==> config.mk <==
export PLATFORM = sky130hd
export DESIGN_NAME = phaseComparator
export DESIGN_NICKNAME = d
export VERILOG_FILES = /design/src/rtl/pfdPkg.sv /design/src/rtl/edgeSampler.sv /design/src/rtl/pfdCtrl.sv /design/src/rtl/pulseQualifier.sv /design/src/rtl/pfdDatapath.sv /design/src/rtl/phaseComparator.sv
export SDC_FILE = /design/constraint.sdc
export NUM_CORES = 1
export LEC_CHECK = 0
export BUFFER_PORTS_ARGS = -buffer_cell sky130_fd_sc_hd__buf_2
export CAP_MARGIN = 20
export CORE_AREA = 2 2 39 41
export DETAILED_ROUTE_END_ITERATION = 12
export DIE_AREA = 0 0 41 43
export PLACE_DENSITY_LB_ADDON = 0.3
export RECOVER_POWER = 50
export SKIP_CTS_REPAIR_TIMING = 1
export SLEW_MARGIN = 20
export SYNTH_ARGS = -nofsm -noshare
export SYNTH_HDL_FRONTEND = slang
export SYNTH_SLANG_ARGS = --single-unit
==> constraint.sdc <==
create_clock -name clk -period 3.8 [get_ports clk]
set_input_delay 0.95 -clock clk [delete_from_list [all_inputs] [get_ports clk]]
set_output_delay 0.95 -clock clk [all_outputs]
set_load 0.01 [all_outputs]
==> src/rtl/pfdPkg.sv <==
package pfdPkg;
  typedef struct packed {
    logic rawUp;
    logic rawDn;
    logic clrBoth;
  } pfdStrobe_t;
endpackage

==> src/rtl/edgeSampler.sv <==
module edgeSampler #(
  parameter int STAGES = 2
) (
  input  logic clk,
  input  logic rst,
  input  logic sigIn,
  output logic riseOut
);
  logic [STAGES-1:0] chain;
  logic              lastQ;

  for (genvar g = 0; g < STAGES; g++) begin : g_stage
    if (g == 0) begin : g_first
      always_ff @(posedge clk) begin
        if (rst) chain[0] <= 1'b0;
        else     chain[0] <= sigIn;
      end
    end else begin : g_next
      always_ff @(posedge clk) begin
        if (rst) chain[g] <= 1'b0;
        else     chain[g] <= chain[g-1];
      end
    end
  end

  always_ff @(posedge clk) begin
    if (rst) lastQ <= 1'b0;
    else     lastQ <= chain[STAGES-1];
  end

  assign riseOut = chain[STAGES-1] & ~lastQ;


  rise_single_chk: assert property (@(posedge clk) disable iff (rst)
    riseOut |=> !riseOut);
endmodule

==> src/rtl/pfdCtrl.sv <==
module pfdCtrl
  import pfdPkg::*;
(
  input  logic       clk,
  input  logic       rst,
  input  logic       refRise,
  input  logic       vcoRise,
  output pfdStrobe_t strobes
);
  logic upQ, dnQ;
  logic nextUp, nextDn, bothArmed;

  always_comb begin
    nextUp    = upQ | refRise;
    nextDn    = dnQ | vcoRise;
    bothArmed = nextUp & nextDn;
  end

  always_ff @(posedge clk) begin
    if (rst || bothArmed) begin
      upQ <= 1'b0;
      dnQ <= 1'b0;
    end else begin
      upQ <= nextUp;
      dnQ <= nextDn;
    end
  end

  assign strobes.rawUp   = upQ;
  assign strobes.rawDn   = dnQ;
  assign strobes.clrBoth = bothArmed;


  up_set_by_ref_chk: assert property (@(posedge clk) disable iff (rst)
    $rose(upQ) |-> $past(refRise));

  dn_set_by_vco_chk: assert property (@(posedge clk) disable iff (rst)
    $rose(dnQ) |-> $past(vcoRise));
endmodule

==> src/rtl/pulseQualifier.sv <==
module pulseQualifier #(
  parameter int MIN_WIDTH = 2
) (
  input  logic clk,
  input  logic rst,
  input  logic rawIn,
  output logic pulseOut
);
  localparam int CW = (MIN_WIDTH < 2) ? 1 : $clog2(MIN_WIDTH + 1);
  localparam logic [CW-1:0] THRESH = CW'(MIN_WIDTH - 1);
  localparam logic [CW-1:0] SATVAL = CW'(MIN_WIDTH);

  logic [CW-1:0] runCnt;
  logic [CW-1:0] holdCnt;
  logic          qualified;

  assign qualified = rawIn && (runCnt >= THRESH);

  always_ff @(posedge clk) begin
    if (rst || !rawIn)          runCnt <= '0;
    else if (runCnt != SATVAL)  runCnt <= runCnt + 1'b1;
  end

  always_ff @(posedge clk) begin
    if (rst)                 holdCnt <= '0;
    else if (qualified)      holdCnt <= THRESH;
    else if (holdCnt != '0)  holdCnt <= holdCnt - 1'b1;
  end

  assign pulseOut = qualified || (holdCnt != '0);


  start_needs_raw_chk: assert property (@(posedge clk) disable iff (rst)
    $rose(pulseOut) |-> rawIn);
endmodule

==> src/rtl/pfdDatapath.sv <==
module pfdDatapath
  import pfdPkg::*;
#(
  parameter int MIN_WIDTH = 2
) (
  input  logic       clk,
  input  logic       rst,
  input  pfdStrobe_t strobes,
  input  logic       polarity,
  output logic       upOut,
  output logic       dnOut,
  output logic       driveOut,
  output logic       driveEn,
  output logic       lockN
);
  localparam int NDIR = 2;
  logic [NDIR-1:0] rawVec;
  logic [NDIR-1:0] filtVec;

  assign rawVec = {strobes.rawDn, strobes.rawUp};

  for (genvar d = 0; d < NDIR; d++) begin : g_dir
    pulseQualifier #(.MIN_WIDTH(MIN_WIDTH)) u_qual (
      .clk     (clk),
      .rst     (rst),
      .rawIn   (rawVec[d]),
      .pulseOut(filtVec[d])
    );
  end

  always_comb begin
    upOut   = filtVec[0];
    dnOut   = filtVec[1];
    driveEn = upOut | dnOut;
    if (!driveEn)      driveOut = 1'b0;
    else if (polarity) driveOut = upOut;
    else               driveOut = dnOut;
    lockN   = ~(strobes.rawUp | strobes.rawDn);
  end


  no_both_dirs_chk: assert property (@(posedge clk) disable iff (rst)
    !(upOut && dnOut));

  up_level_chk: assert property (@(posedge clk) disable iff (rst)
    upOut |-> (driveEn && (driveOut == polarity)));

  dn_level_chk: assert property (@(posedge clk) disable iff (rst)
    dnOut |-> (driveEn && (driveOut == !polarity)));

  lock_while_raw_chk: assert property (@(posedge clk) disable iff (rst)
    strobes.clrBoth |=> lockN);
endmodule

==> src/rtl/phaseComparator.sv <==
module phaseComparator
  import pfdPkg::*;
#(
  parameter int SYNC_STAGES = 2,
  parameter int MIN_WIDTH   = 2
) (
  input  logic clk,
  input  logic rst,
  input  logic refClk,
  input  logic vcoClk,
  input  logic polarity,
  output logic upPulse,
  output logic downPulse,
  output logic driveOut,
  output logic driveEn,
  output logic lockN
);
  logic       refRise, vcoRise;
  pfdStrobe_t strobes;

  edgeSampler #(.STAGES(SYNC_STAGES)) u_refSamp (
    .clk(clk), .rst(rst), .sigIn(refClk), .riseOut(refRise)
  );
  edgeSampler #(.STAGES(SYNC_STAGES)) u_vcoSamp (
    .clk(clk), .rst(rst), .sigIn(vcoClk), .riseOut(vcoRise)
  );

  pfdCtrl u_ctrl (
    .clk(clk), .rst(rst), .refRise(refRise), .vcoRise(vcoRise),
    .strobes(strobes)
  );

  pfdDatapath #(.MIN_WIDTH(MIN_WIDTH)) u_dp (
    .clk      (clk),
    .rst      (rst),
    .strobes  (strobes),
    .polarity (polarity),
    .upOut    (upPulse),
    .dnOut    (downPulse),
    .driveOut (driveOut),
    .driveEn  (driveEn),
    .lockN    (lockN)
  );


  reset_idle_chk: assert property (@(posedge clk)
    $past(rst) |-> (!upPulse && !downPulse && !driveEn && lockN));

  idle_low_chk: assert property (@(posedge clk) disable iff (rst)
    !driveEn |-> !driveOut);
endmodule

==> metrics.md <==
| Metric | Value |
|---|---|
| H-tree levels | 1 |
| Hold WS | 0.4449 ns |
| Final design area excluding fillers | 787.0 sq um |
| Slack of the worst reg-to-reg path | 2.68 ns |
| PwrDens | 545.8 nW/um^2 |
| Total global routing track utilization | 0.1413 |
| Routability congestion estimate | 0.6698 |
| Type of origin of the critical path | register |
| Post-DRT Antenna Nets | 0 |
| Seq/Total Area, Yosys | 0.4499 |
| Drt drc | 0 |
| Ys Warns | 0 |
| Sw Ratio | 0.3114 |
| Worst Hold Class | register to register |
| Slew Viols, Final | 0 |
| FFs w/ async S/R, synth | 0 |
| DP Area | 765.7 sq um |
| Drt first pass iters | 4 |
| Int Power | 0.0002958 W |
| Setup Skew | 0.0005320 ns |
| EDFF count, synth | 0 |
| Antenna diode count | 0 |
| Root buffer cell | clkbuf_4 |
| CTS Buffer Depth | 2 |
| Row count | 14 |
| Mapped Nets | 82 |
| Worst Tran Pin Value | 0.6695 ns |
| Adder-cell area share of the yosys netlist | 0.1054 |
| CP max FO | 4 |
| 1st-iter DRT viols | 3 |
| Max-Cap Viols | 0 |
| Vias/cell | 4.816 |
| Final HPWL DP | 744.7 microns |
| Reg power frac | 0.461 |
| Overflow after GRT | 0 |
| Vias in the first global route | 423 |
| Critical path type | register to output pin |
| Post-Synth XOR/XNOR Area | 0.04921 |
| Req. time, crit path | 2.85 ns |
| Mapped Area | 711.9 sq um |
| WP data arrival | 1.43 ns |
| TritonCTS Buffers | 3 |
| Final cycle utilization of the critical path | 0.6259 |
| Core Footprint | 1384 sq um |
| # port buffers | 9 |
| Most frequent cell after synthesis | dfxtp_1 |
| Most used flip-flop cell after synthesis | dfxtp_1 |
| Layout Nets | 95 |
| First-pass GRT wire length | 1669 microns |
| Layout cells sized above 1 | 0.1829 |
| Fmax achieved | 420.4 MHz |
| P&R area growth vs syn | 10.54% |
| Relative slew slack | 0.5537 |
| Mean Syn Cell Area | 10.03 sq um |
| Yosys cell types | 16 |
| Clock sinks | 16 |
| TNS Setup | 0 ns |
| Share of the synthesized area in the top cell type | 0.4499 |
| Chip Height | 43 microns |
| Main combinational cell family by area after synthesis | simple AND/OR/NAND/NOR gates |
| Clock slew at reported path FFs | 0.09 ns |
| Largest net degree at the start of global routing | 15 |
| Switch Pwr | 0.0001338 W |
| Final core occ | 0.5687 |
| Compound-Gate Fraction of Synth Area | 0.1037 |
| Area leader, netlist | dfxtp_1 |
| Setup violations, final | 0 |
| Clk pwr share | 0.198 |
| Tmin final | 2.379 ns |
| # IOs | 10 |
| Combinational fraction of design power | 0.341 |
| Top cells by area, synth | dfxtp_1, ha_1, nor2b_1 |
| Synthesized instance count | 71 |
| Run status | completed |
| Post-Route WL | 999 microns |
| Worst skew pair latency | 0.27 ns |
| Via count | 472 |
| CP endpoint kind | output pin |
| Drt wl/cell | 10.19 microns |
| Die Width | 41 microns |
| CTS tree | built |
| List of most frequent post-synthesis cells | dfxtp_1, nor2b_1, inv_1, ha_1, nor2_1 |
| Post-synthesis register bit count | 16 |
| RSZ-0062 raised after global routing | no |
| VDD IR-drop max | 0.3136 mV |
| Post-synthesis simple-gate area fraction | 0.2004 |
| Mux share of post-synthesis cell area | 0.02812 |
| DIE AREA | 1763 sq um |
| Initial antenna violation count | 0 |
| Leak | 0.3328 nW |
| Effective utilization at floorplan | 0.5145 |
| Final hold vios | 0 |
-- per-layer routing --
layer  share of wire  GRT usage
met2            0.45     0.2156
met1            0.49     0.1739
met5               0          0
met4           0.020    0.08000
met3           0.043    0.03141
-- logic make-up after synthesis --
kind of cell / count (synthesis)
AOI/OAI and AO/OA: 7
xor gates and xnor gates: 4
adders and majority gates: 6
buffers and inverters: 10
DFF: 16
muxes: 2
and+or+nand+nor: 26
-- sequential cells by signal, indices dropped and copies added (netlist names) --
register	cells
u_refSamp.chain	2
u_vcoSamp.lastQ	1
u_dp.g_dir.u_qual.holdCnt	4
u_dp.g_dir.u_qual.runCnt	4
u_ctrl.upQ	1
u_refSamp.lastQ	1
u_ctrl.dnQ	1
u_vcoSamp.chain	2
-- power groups by stage --
stage | Sequential (W) | Clock, W | Combinational, W
2_1_floorplan | 0.000200 | 0 | 0.000112
3_3_place_gp | 0.000201 | 0 | 0.000145
3_5_place_dp | 0.000202 | 0 | 0.000148
4_1_cts | 0.000198 | 0.0000877 | 0.000149
5_1_grt | 0.000201 | 0.0000936 | 0.000167
6_report | 0.000198 | 0.0000852 | 0.000146
-- path summary, 6_finish.rpt --
| path | from | endpoint | cells after the start |
|---|---|---|---|
| worst max register to register | u_dp.g_dir[0].u_qual.holdCnt[0] | u_dp.g_dir[0].u_qual.holdCnt[1] | 3 |
| worst min register to register | u_vcoSamp.chain[0] | u_vcoSamp.chain[1] | 1 |
| worst min-delay path | u_vcoSamp.chain[0] | u_vcoSamp.chain[1] | 1 |
| worst max-delay path | u_dp.g_dir[0].u_qual.runCnt[0] | driveOut | 5 |
-- layout by cell type, fill, tap and decap left out --
| cell | Yosys | layout |
|---|---|---|
| a2111oi_2 | 3 | 3 |
| a21oi_1 | 2 | 2 |
| a32oi_1 | 1 | 1 |
| buf_2 | 0 | 8 |
| clkbuf_1 | 0 | 1 |
| clkbuf_4 | 0 | 3 |
| dfxtp_1 | 16 | 16 |
| ha_1 | 6 | 6 |
| inv_1 | 8 | 8 |
| inv_2 | 1 | 1 |
| mux2i_1 | 2 | 2 |
| nand2_1 | 2 | 2 |
| nand2b_1 | 5 | 5 |
| nand4_1 | 1 | 1 |
| nor2_1 | 6 | 6 |
| nor2b_1 | 12 | 12 |
| o211a_1 | 1 | 1 |
| xor2_1 | 4 | 4 |
-- critical path, stage by stage (launching register included) --
cell	delay (ns)
dfxtp_1	0.35
inv_1	0.06
ha_1	0.20
nand2b_1	0.19
a32oi_1	0.20
buf_2	0.15
-- cell type report --
type	instances	area, sq um
fillers	130	596.8
inverters	9	33.78
well taps	16	20.02
repair buffers	9	43.79
clock buffers	3	22.52
flip-flops and latches	16	320.3
multi-input cells	45	346.6
-- through the flow --
step,worst slack (ns),total power (W),cells
floorplan,1.628,0.0003122,71
global placement,1.486,0.0003462,95
detailed placement,1.479,0.0003501,95
CTS,1.400,0.0004353,98
global route,1.274,0.0004614,98
finish,1.421,0.0004296,98
No activity file was read; power rests on OpenSTA's default activity.
